`src/rtl/pse_pkg.sv`:
```
package pse_pkg;
  localparam int STB_BIT = 7;
  localparam int RD_BIT  = 6;
  localparam int WR_BIT  = 5;
  localparam int NSLICE  = 4;

  typedef enum logic [3:0] {
    ST_IDLE,
    ST_ADDR,
    ST_WDAT,
    ST_RDAT,
    ST_SET1,
    ST_SET2,
    ST_SET3,
    ST_MWR,
    ST_MRD_REQ,
    ST_MRD_WAIT
  } eng_state_t;
endpackage

```
`src/rtl/pse_sync.sv`:
```
module pse_sync #(
  parameter int W = 8
) (
  input  logic         clk,
  input  logic         rst_n,
  input  logic [W-1:0] d,
  output logic [W-1:0] q
);
  logic [W-1:0] meta_q;

  always_ff @(posedge clk or negedge rst_n) begin
    if (!rst_n) begin
      meta_q <= '0;
      q      <= '0;
    end else begin
      meta_q <= d;
      q      <= meta_q;
    end
  end
endmodule

```
`src/rtl/pse_slice_detect.sv`:
```
module pse_slice_detect (
  input  logic clk,
  input  logic rst_n,
  input  logic stb_lvl,
  input  logic wr_lvl,
  output logic stb_evt,
  output logic wr_evt
);
  logic stb_prev, wr_prev;

  // events are registered so the engine samples the byte one clock after the change
  always_ff @(posedge clk or negedge rst_n) begin
    if (!rst_n) begin
      stb_prev <= 1'b0;
      wr_prev  <= 1'b0;
      stb_evt  <= 1'b0;
      wr_evt   <= 1'b0;
    end else begin
      stb_prev <= stb_lvl;
      wr_prev  <= wr_lvl;
      stb_evt  <= stb_lvl ^ stb_prev;
      wr_evt   <= wr_lvl ^ wr_prev;
    end
  end
endmodule

```
`src/rtl/pport_slice_engine.sv`:
```
module pport_slice_engine
  import pse_pkg::*;
#(
  parameter int ADDR_W  = 19,
  parameter int DATA_W  = 16,
  parameter int NIB_W   = 4,
  parameter int SLICE_W = 5,
  parameter int FLAG_W  = 5
) (
  input  logic              clk,
  input  logic              rst_n,
  input  logic [7:0]        host_in,
  output logic [NIB_W-1:0]  host_status,
  output logic [FLAG_W-1:0] ctrl_flags,
  output logic              host_owns_mem,
  output logic              mem_req_valid,
  input  logic              mem_req_ready,
  output logic              mem_req_we,
  output logic [ADDR_W-1:0] mem_req_addr,
  output logic [DATA_W-1:0] mem_req_wdata,
  input  logic              mem_rsp_valid,
  input  logic [DATA_W-1:0] mem_rsp_data
);
  localparam int IDX_W   = $clog2(NSLICE);
  localparam int LAST    = NSLICE - 1;
  localparam int ALOW_W  = LAST * SLICE_W;
  localparam int AHIGH_W = ADDR_W - ALOW_W;
  localparam int DLOW_W  = DATA_W - NIB_W;

  logic [7:0] host_sync;
  logic       slice_pulse, wr_pulse;

  pse_sync #(.W(8)) u_sync (
    .clk   (clk),
    .rst_n (rst_n),
    .d     (host_in),
    .q     (host_sync)
  );

  pse_slice_detect u_det (
    .clk     (clk),
    .rst_n   (rst_n),
    .stb_lvl (host_sync[STB_BIT]),
    .wr_lvl  (host_sync[WR_BIT]),
    .stb_evt (slice_pulse),
    .wr_evt  (wr_pulse)
  );

  logic               stb_b;
  logic [1:0]         rw_b;
  logic [SLICE_W-1:0] dat_b;
  assign stb_b = host_sync[STB_BIT];
  assign rw_b  = {host_sync[RD_BIT], host_sync[WR_BIT]};
  assign dat_b = host_sync[SLICE_W-1:0];

  eng_state_t          state;
  logic [IDX_W-1:0]    idx;
  logic [1:0]          op_rw;
  logic [ADDR_W-1:0]   cur_addr;
  logic [ALOW_W-1:0]   addr_acc;
  logic [DLOW_W-1:0]   data_acc;
  logic [DATA_W-1:0]   wdata_q;
  logic [DATA_W-1:0]   rd_word;
  logic [NIB_W-1:0]    status_q;
  logic [FLAG_W-1:0]   flags_q;

  logic       is_last;
  logic [1:0] exp_rw;
  logic       rw_ok;
  assign is_last = (idx == IDX_W'(LAST));
  assign exp_rw  = is_last ? 2'b00 : op_rw;
  assign rw_ok   = (rw_b == exp_rw);

  always_ff @(posedge clk or negedge rst_n) begin
    if (!rst_n) begin
      state    <= ST_IDLE;
      idx      <= '0;
      op_rw    <= 2'b00;
      cur_addr <= '0;
      addr_acc <= '0;
      data_acc <= '0;
      wdata_q  <= '0;
      rd_word  <= '0;
      status_q <= '0;
      flags_q  <= '0;
    end else begin
      unique case (state)
        ST_IDLE: begin
          if (slice_pulse && stb_b) begin
            op_rw <= rw_b;
            idx   <= IDX_W'(1);
            unique case (rw_b)
              2'b11: begin
                addr_acc[SLICE_W-1:0] <= dat_b;
                state <= ST_ADDR;
              end
              2'b01: begin
                data_acc[NIB_W-1:0] <= dat_b[NIB_W-1:0];
                state <= ST_WDAT;
              end
              2'b10: begin
                if (flags_q[0]) begin
                  state <= ST_MRD_REQ;
                end else begin
                  rd_word  <= '0;
                  status_q <= '0;
                  state    <= ST_RDAT;
                end
              end
              default: state <= ST_SET1;
            endcase
          end
        end
        ST_ADDR: begin
          if (slice_pulse) begin
            if (!rw_ok) begin
              state <= ST_IDLE;
            end else if (is_last) begin
              cur_addr <= {dat_b[AHIGH_W-1:0], addr_acc};
              state    <= ST_IDLE;
            end else begin
              addr_acc[idx*SLICE_W +: SLICE_W] <= dat_b;
              idx <= idx + 1'b1;
            end
          end
        end
        ST_WDAT: begin
          if (slice_pulse) begin
            if (!rw_ok) begin
              state <= ST_IDLE;
            end else if (is_last) begin
              wdata_q <= {dat_b[NIB_W-1:0], data_acc};
              state   <= flags_q[0] ? ST_MWR : ST_IDLE;
            end else begin
              data_acc[idx*NIB_W +: NIB_W] <= dat_b[NIB_W-1:0];
              idx <= idx + 1'b1;
            end
          end
        end
        ST_RDAT: begin
          if (slice_pulse) begin
            if (!rw_ok) begin
              state <= ST_IDLE;
            end else begin
              status_q <= rd_word[idx*NIB_W +: NIB_W];
              if (is_last) state <= ST_IDLE;
              else         idx   <= idx + 1'b1;
            end
          end
        end
        ST_MWR: begin
          if (mem_req_ready) begin
            cur_addr <= cur_addr + 1'b1;
            state    <= ST_IDLE;
          end
        end
        ST_MRD_REQ: begin
          if (mem_req_ready) state <= ST_MRD_WAIT;
        end
        ST_MRD_WAIT: begin
          if (mem_rsp_valid) begin
            rd_word  <= mem_rsp_data;
            status_q <= mem_rsp_data[NIB_W-1:0];
            cur_addr <= cur_addr + 1'b1;
            state    <= ST_RDAT;
          end
        end
        ST_SET1: begin
          if (slice_pulse) state <= (!stb_b && rw_b == 2'b00) ? ST_SET2 : ST_IDLE;
        end
        ST_SET2: begin
          if (slice_pulse)                        state <= ST_IDLE;
          else if (wr_pulse && rw_b == 2'b01)     state <= ST_SET3;
        end
        ST_SET3: begin
          if (slice_pulse) begin
            state <= ST_IDLE;
          end else if (wr_pulse && rw_b == 2'b00) begin
            flags_q <= dat_b[FLAG_W-1:0];
            state   <= ST_IDLE;
          end
        end
        default: state <= ST_IDLE;
      endcase
    end
  end

  assign mem_req_valid = (state == ST_MWR) || (state == ST_MRD_REQ);
  assign mem_req_we    = (state == ST_MWR);
  assign mem_req_addr  = cur_addr;
  assign mem_req_wdata = wdata_q;
  assign host_status   = status_q;
  assign ctrl_flags    = flags_q;
  assign host_owns_mem = flags_q[0];

  AST_REQ_HOLD: assert property (@(posedge clk) disable iff (!rst_n)
    mem_req_valid && !mem_req_ready |=> mem_req_valid && $stable(mem_req_addr)
      && $stable(mem_req_we) && $stable(mem_req_wdata));

  AST_LOCKED_NO_REQ: assert property (@(posedge clk) disable iff (!rst_n)
    !host_owns_mem |-> !mem_req_valid);

  AST_ADDR_STEP: assert property (@(posedge clk) disable iff (!rst_n)
    mem_req_valid && mem_req_ready && mem_req_we |=> mem_req_addr == $past(mem_req_addr) + 1'b1);

  AST_STATUS_HOLD: assert property (@(posedge clk) disable iff (!rst_n)
    state == ST_RDAT && !slice_pulse |=> $stable(host_status));

  AST_FLAGS_HOLD: assert property (@(posedge clk) disable iff (!rst_n)
    state != ST_SET3 |=> $stable(ctrl_flags));
endmodule

```
`config.mk`:
```
export PLATFORM = sky130hd
export DESIGN_NAME = pport_slice_engine
export DESIGN_NICKNAME = d
export VERILOG_FILES = /design/src/rtl/pse_pkg.sv /design/src/rtl/pse_sync.sv /design/src/rtl/pse_slice_detect.sv /design/src/rtl/pport_slice_engine.sv
export SDC_FILE = /design/constraint.sdc
export NUM_CORES = 1
export LEC_CHECK = 0
export BUFFER_PORTS_ARGS = -buffer_cell sky130_fd_sc_hd__buf_2
export CORE_ASPECT_RATIO = 1.2
export CORE_MARGIN = 2
export CORE_UTILIZATION = 45
export DETAILED_ROUTE_END_ITERATION = 12
export GPL_TIMING_DRIVEN = 0
export PLACE_DENSITY_LB_ADDON = 0.1
export RECOVER_POWER = 50
export SLEW_MARGIN = 10
export SYNTH_ARGS = -nofsm -noshare
export SYNTH_HDL_FRONTEND = slang
export SYNTH_SLANG_ARGS = --single-unit
```
`constraint.sdc`:
```
create_clock -name clk -period 2.26 [get_ports clk]
set_clock_uncertainty 0.05 [all_clocks]
set_input_delay 0.113 -clock clk [delete_from_list [all_inputs] [get_ports clk]]
set_output_delay 0.113 -clock clk [all_outputs]
set_load 0.02 [all_outputs]
```
==> impl_results.md, run 1 <==
- Status: complete, no violations
- Clock transition at the registers of the reported paths: 0.06 ns
- First-pass DRT Iterations: 4
- Final Worst Setup Slack: 0.141 ns
- Max rail drop VDD: 0.468 mV
- Post-synthesis instance area: 5440 sq um
- CP endpoint kind: flop
- Commonest cells in the synthesized netlist: 115 x dfrtp_1, 97 x nand2_1, 29 x o21ai_1
- DP HPWL: 9.27 mm
- IO Port Bufs: 74
- Die height: 124 microns
- Top post-synthesis cells by area: dfrtp_1 53%, nand2_1 6.7%, mux2_1 3.1%, o21ai_1 2.7%, nand3_1 2.3%
- Drt initial violations: 181
- Critical path's largest stage delay: 0.45 ns
- Area grow syn2layout: 27.2%
- Fin crit share: 93.8%
- Overall Power: 8.28 mW
- Crit Path Category: reg2reg
- DR vias: 4371
- DR vias/cell: 5.38
- Avg Cell Area, Syn: 10.5 sq um
- Synth Flop Type: dfrtp_1
- Sequential fraction of the synthesis area: 52.9%
- Net count after synthesis: 552
- Slew HR: 31.3%
- Synth unique cells: 67
- Asr flop ratio synth: 100%
- Proportion of layout cells with a drive suffix above 1: 25.0%
- Startpoint Class: flop
- # setup viols final: 0
- Clock sinks: 115
- Ports: 75
- First-pass GRT wire length: 22.2 mm
- Worst EP arrival: 2.36 ns
- Critical Path Most Common Cell: buf_2
- GRT Overall Usage: 21.8%
- Area leader, netlist: dfrtp_1
- Number of synthesized register bits: 115
- WL/cell: 16.5 microns
- Post-synthesis cell count: 518
- Grt ovf: 0
- CTS tree: done
- Leak Pwr: 3.22 nW
- Worst-path cell chain: buf_6, nor2_1, and2_1, buf_2, nand4_1, buf_2, mux2_1
- CP required: 2.50 ns
- GPL Wtd Cong: 0.835
- Ant. Diodes: 0
- RSZ-0062 raised after global routing: false
- Final non-filler cell total: 812
- Antenna violations before repair: 0
- YS warnings: 0
- Yosys top cell area share: 52.9%
- Fmax achieved: 0.472 GHz
- Die Wd: 104 microns
- Min cycle time layout: 2.12 ns
- Max clock buf depth: 2
- Final #Nets: 672
- Fill cells: 1073
- Max Fanout on Critical Path: 10
- Root Buffer: clkbuf_16
- Routed Antenna Nets: 0
- Final Hold Vio Count: 0
- Post-Route WL: 13.4 mm
- Row count: 44
- Final Max Tran Viols: 0
- CTS Buf Count: 17
- Largest net degree at the start of global routing: 75
- Clock Latency Late Sink: 0.41 ns
- Max-Cap Viols: 0
- H-tree depth: 4
- Initial Util: 45.5%
- Hold Path Class: in2reg
- Worst-Margin Slew: 1.03 ns
- CP max stage cell: dfrtp_1
- Die area: 13000 sq um
- Number of global-route vias before repair: 4388
- Pre-CTS setup slack: -0.110 ns
- Most common cell in the netlist: dfrtp_1
- Core Region: 11900 sq um
- # DRC: 0
- Post-synth EDFFs: 0
- PwrDens: 1200 nW/um^2
- Placed Cells: 754
==> per-layer routing <==
| layer | track usage [%] | vias to the layer above | routed length (microns) |
|---|---|---|---|
| met4 | 7.87 | 0 | 239 |
| li1 | - | 2104 | - |
| met1 | 25.9 | 2145 | 5500 |
| met3 | 4.60 | 18 | 486 |
| met5 | 0 | - | 0 |
| met2 | 38.8 | 104 | 7200 |
==> cell families after synthesis <==
logic type	count (synthesis)	synth area share (%)
and+or+nand+nor	206	19.7
xor gates and xnor gates	4	0.782
muxes	31	7.11
AOI/OAI and AO/OA	114	14.1
DFF	115	52.9
buffers and inverters	42	4.07
adders and majority gates	6	1.38
==> placed cells by master, fill, tap and decap left out, types with 4 or more instances in the layout <==
cell type | Yosys | final
a221oi_1 | 4 | 4
dfrtp_1 | 115 | 114
o21ai_1 | 29 | 29
mux4_2 | 4 | 4
ha_1 | 6 | 5
a21oi_1 | 22 | 22
buf_4 | 5 | 7
nand4_1 | 12 | 12
a31oi_1 | 4 | 4
inv_6 | 0 | 4
clkbuf_16 | 0 | 17
nand2b_1 | 5 | 5
nand3_1 | 25 | 25
mux2i_1 | 6 | 6
buf_6 | 3 | 4
and2_1 | 5 | 5
mux2_2 | 6 | 6
mux2_1 | 15 | 15
dlygate4sd3_1 | 0 | 25
a22o_1 | 5 | 5
a2bb2oi_1 | 9 | 9
o21ai_0 | 14 | 14
and3_1 | 8 | 8
clkbuf_1 | 4 | 6
nand2_1 | 97 | 97
nor2_1 | 19 | 19
buf_2 | 18 | 88
inv_1 | 11 | 11
nor3_1 | 5 | 5
o22ai_1 | 6 | 6
==> worst paths after layout <==
check                           slack, ns        startpoint                end  depth (start not counted)
worst max-delay path                 0.14          state[2]  mem_req_wdata[11]                          7
worst min-delay path                 0.03     mem_req_ready           state[3]                          4
worst max register to register       0.14          state[2]  mem_req_wdata[11]                          7
worst min register to register       0.29  u_sync.meta_q[4]        u_sync.q[4]                          0
max in group asynchronous            0.54             rst_n             idx[1]                          3
min in group asynchronous            0.36             rst_n    mem_req_addr[7]                          2
==> cell type report <==
type / count / area, sq um / area share, %
flip-flops and latches: 115 / 2880 / 41.6
multi-input cells: 361 / 2350 / 34.0
repair buffers: 102 / 643 / 9.30
clock buffers: 19 / 453 / 6.55
well taps: 161 / 201 / 2.91
plain buffers: 30 / 176 / 2.55
clock inverters: 13 / 170 / 2.46
inverters: 11 / 41.3 / 0.597
==> repair_timing <==
| action | CTS | global route |
|---|---|---|
| hold buffers | 25 | 0 |
| pin swaps | 1 | 0 |
| endpoints found under the setup margin | 16 | 12 |
| gates resized for setup | 3 | 1 |
| hold endpoints to repair | 73 | 0 |
| buffers inserted | 1 | 1 |
==> report_power, final <==
part           switching, mW  internal (mW)  leakage [nW]  total [mW]
Combinational           1.48           1.00          1.44        2.48
Sequential             0.458           2.54          1.48        3.00
Clock                  0.996           1.81         0.297        2.80
==> registers in the layout (all words and copies together) (netlist names) <==
register / cells
u_det.stb_evt: 1
ctrl_flags: 5
data_acc: 12
host_status: 4
idx: 2
u_sync.meta_q: 8
mem_req_addr: 19
rd_word: 16
u_det.wr_prev: 1
state: 4
op_rw: 2
u_det.stb_prev: 1
mem_req_wdata: 16
u_sync.q: 8
addr_acc: 15
u_det.wr_evt: 1
==> worst max-delay path: cells and delay by family, from the launching register on <==
family	cells	cell delay (ns)
buffers and inverters	3	0.63
and+or+nand+nor	3	0.53
DFF	1	0.45
muxes	1	0.34
==> per-stage QoR <==
stage | utilization (%) | area [sq um] | setup TNS [ns] | hold WS [ns]
4_1_cts | 58.0 | 6930 | 0 | 0.0173
3_3_place_gp | 50.3 | 6010 | -39.70 | 0.171
3_5_place_dp | 50.6 | 6040 | -0.569 | 0.00395
2_1_floorplan | - | 5440 | 0 | -0.233
6_report | 57.9 | 6920 | 0 | 0.0287
5_1_grt | 57.9 | 6920 | 0 | 0.0370
Power figures use the tool's default switching activity.
==> run 2, diff against run 1 <==
ABC_AREA = 1   (was default)
==> impl_results.md, run 2 <==
- Status: complete, no violations
- Grt ovf: 0 (unchanged)
- Worst reg2reg startpoint: idx[0]
- Sequential share of power: 35.1% (-1.1 points)
- DR vias/cell: 4.99 (-7.3%)
- Leading cell type in the layout, fill and taps excluded: nand2_1
- Worst hold slack: 0.138 ns (+0.109 ns)
- Post-Route WL: 14.5 mm (+7.8%)
- Asr flop ratio synth: 100% (unchanged)
- First-pass GRT wire length: 24.2 mm (+9.0%)
- Mux cell area share after synthesis: 0% (-7.1 points)
- Routed Antenna Nets: 0 (unchanged)
- Global routing's busiest layer: met2
- GR Util met1: 27.9% (+2.0 points)
- # DRC: 0 (unchanged)
- YS warnings: 0 (unchanged)
- CP endpoint kind: flop
- Core Region: 12500 sq um (+4.6%)
- Number of synthesized register bits: 115 (unchanged)
- CTS tree: done
- Die Wd: 107 microns (+2.3%)
- Combinational share of power: 30.4% (+0.4 points)
- Max FFs per register: 19 (unchanged)
- Post-synthesis cell count: 727 (+40%)
- Ant. Diodes: 0 (unchanged)
- Max clock buf depth: 2 (unchanged)
- Clock transition at the registers of the reported paths: 0.06 ns (about the same)
- Final #Nets: 883 (+31%)
- Max-Cap Viols: 0 (unchanged)
- Number of global-route vias before repair: 5055 (+15%)
- Initial Util: 45.6% (+0.058 points)
- Fill cells: 1144 (+6.6%)
- Sequential fraction of the synthesis area: 50.5% (-2.4 points)
- Compound-Gate Fraction of Synth Area: 9.90% (-4.2 points)
- Area leader, netlist: dfrtp_1
- Worst Min Path Start: mem_rsp_valid
- Leak Pwr: 3.57 nW (+11%)
- Storage cell area: 2880 sq um (about the same)
- Area grow syn2layout: 25.8%
- CTS Buf Count: 17 (unchanged)
- DR vias: 5119 (+17%)
- Area share of fa/ha/maj cells after synthesis: 1.32% (-0.063 points)
- Synth Flop Type: dfrtp_1
- Worst-Margin Slew: 0.924 ns (-0.106 ns)
- Largest family of logic cells by synthesized area: simple AND/OR/NAND/NOR gates
- Avg Cell Area, Syn: 7.84 sq um (-25%)
- Commonest cells in the synthesized netlist: 259 x nand2_1, 115 x dfrtp_1, 73 x o21ai_0
- Top post-synthesis cells by area: dfrtp_1 51%, nand2_1 17%, o21ai_0 6.4%, inv_1 4.2%, nand3_1 4.1%
- Clock Latency Late Sink: 0.41 ns (about the same)
- Hold Path Class: in2reg
- RSZ-0062 raised after global routing: false
- Post-synthesis xor/xnor area fraction: 1.08% (+0.29 points)
- Post-synth EDFFs: 0 (unchanged)
- Die height: 127 microns (+2.3%)
- First-pass DRT Iterations: 6 (+2)
- Root Buffer: clkbuf_16
- Overall Power: 7.61 mW (-8.1%)
- PwrDens: 1060 nW/um^2 (-11%)
- Max Fanout on Critical Path: 9 (-1)
- Max rail drop VDD: 0.506 mV (+8.0%)
- CP required: 2.49 ns (about the same)
- Switch share: 36.9% (+1.5 points)
- Net count after synthesis: 761 (+38%)
- M3 GR Usage: 4.54% (-0.064 points)
- Crit Path Category: reg2reg
- Fmax achieved: 0.479 GHz (+1.6%)
- # setup viols final: 0 (unchanged)
- DP HPWL: 10.3 mm (+12%)
- Multi-input gate area: 2450 sq um (+4.4%)
- WL/cell: 14.1 microns (-15%)
- GRT Overall Usage: 22.5% (+0.70 points)
- Critical path origin: idx[0]
- Pint: 4.80 mW (-10%)
- Met2 Use GR: 39.3% (+0.51 points)
- Most common cell in the netlist: nand2_1
- Fin crit share: 92.3% (-1.5 points)
- Worst EP arrival: 2.31 ns (-0.05 ns)
- Row count: 45 (+2.3%)
- Clock sinks: 115 (unchanged)
- Min cycle time layout: 2.09 ns (-0.0336 ns)
- Pre-CTS setup slack: -0.0881 ns (+0.0216 ns)
- Ports: 75 (unchanged)
- Synth unique cells: 36 (-46%)
- Largest net degree at the start of global routing: 81 (+8.0%)
- Most frequent cells in the layout: 258 x nand2_1, 115 x dfrtp_1, 79 x buf_2, 72 x o21ai_0, 62 x inv_1
- Antenna violations before repair: 0 (unchanged)
- Die area: 13600 sq um (+4.6%)
- Drt initial violations: 331 (+83%)
- IO Port Bufs: 74 (unchanged)
- Simple-Gate Fraction of Synth Area: 30.7% (+11 points)
- Slew HR: 38.4% (+7.1 points)
- Final Max Tran Viols: 0 (unchanged)
- H-tree depth: 4 (unchanged)
- Final Hold Vio Count: 0 (unchanged)
- Proportion of layout cells with a drive suffix above 1: 18.6% (-6.5 points)
- GPL Wtd Cong: 0.926 (+11%)
- Sw Pwr: 2.81 mW (-4.3%)
- Clk pwr share: 34.5% (+0.7 points)
- Post-synthesis instance area: 5700 sq um (+4.8%)
- Yosys top cell area share: 50.5% (-2.4 points)
- Final Worst Setup Slack: 0.174 ns (+0.0336 ns)
- Startpoint Class: flop
[run 2: cell count changes after synthesis, sizes merged, moves of 8 or more]
cell | previous run | this run
a2bb2oi | 9 | 0
nor2 | 20 | 68
inv | 11 | 68
o21ai | 44 | 89
mux2 | 21 | 0
buf | 27 | 13
and3 | 8 | 0
a21oi | 22 | 9
nand2 | 97 | 267
nand3 | 25 | 50
[run 2: area by class of cell]
class	count	area share [%]
Sequential cell	115	40.2
Timing Repair Buffer	103	9.36
Tap cell	164	2.86
Clock buffer	20	6.23
Multi-Input combinational cell	525	34.3
Inverter	69	3.70
Clock inverter	12	1.83
Buffer	18	1.59
[run 2: what timing repair did]
item / CTS / global route
endpoints found under the hold margin: 140 / 0
endpoints found under the setup margin: 9 / 20
gates resized for setup: 1 / 9
setup buffers: 0 / 2
hold buffers: 26 / 0
[run 2: cell families after synthesis]
| logic type | count (synthesis) |
|---|---|
| buffers and inverters | 87 |
| flip-flops | 115 |
| AO/OA/AOI/OAI | 103 |
| AND/OR/NAND/NOR | 409 |
| XOR/XNOR | 7 |
| adder cells (fa/ha/maj) | 6 |
[run 2: per-layer routing]
metal  up-vias  wire length, microns  part of all wire (%)
met3        18                   563                   3.9
met2       128                  7410                    51
met5         -                     0                     0
li1       2569                     -                     -
met1      2404                  6250                    43
met4         0                   250                   1.7
[run 2: path summary, 6_finish.rpt]
path | endpoint | slack, ns | depth (start not counted)
worst max-delay path | data_acc[3] | 0.17 | 9
worst min-delay path | state[3] | 0.14 | 6
worst max register to register | data_acc[3] | 0.17 | 9
worst min register to register | u_sync.q[1] | 0.30 | 0
max in group asynchronous | mem_req_addr[4] | 0.92 | 3
min in group asynchronous | mem_req_wdata[12] | 0.33 | 2
[run 2: critical path, cell delays in order, from the launching register on]
cell	delay [ns]
dfrtp_1	0.38
clkbuf_2	0.27
clkinvlp_4	0.18
buf_4	0.16
ha_1	0.21
nor3b_2	0.18
a21oi_1	0.32
nor2_1	0.07
nand2_1	0.07
o21ai_0	0.09
[run 2: metrics by stage]
step | cells | utilization, % | instance area, sq um | TNS (ns)
6_report | 1026 | 57.3 | 7170 | 0
3_3_place_gp | 965 | 50.2 | 6270 | -44.06
5_1_grt | 1026 | 57.3 | 7170 | 0
4_1_cts | 1024 | 57.2 | 7150 | 0
2_1_floorplan | 727 | - | 5700 | 0
3_5_place_dp | 966 | 50.5 | 6310 | -0.379
[run 2: power groups by stage]
stage                     Combinational, mW  Clock (mW)  Sequential (mW)
after global placement                 2.19           0             2.69
final                                  2.31        2.63             2.67
after floorplan                        1.44           0             2.80
after CTS                              2.27        2.67             2.67
after detailed placement               2.23           0             2.70
after global routing                   2.60        2.78             2.72
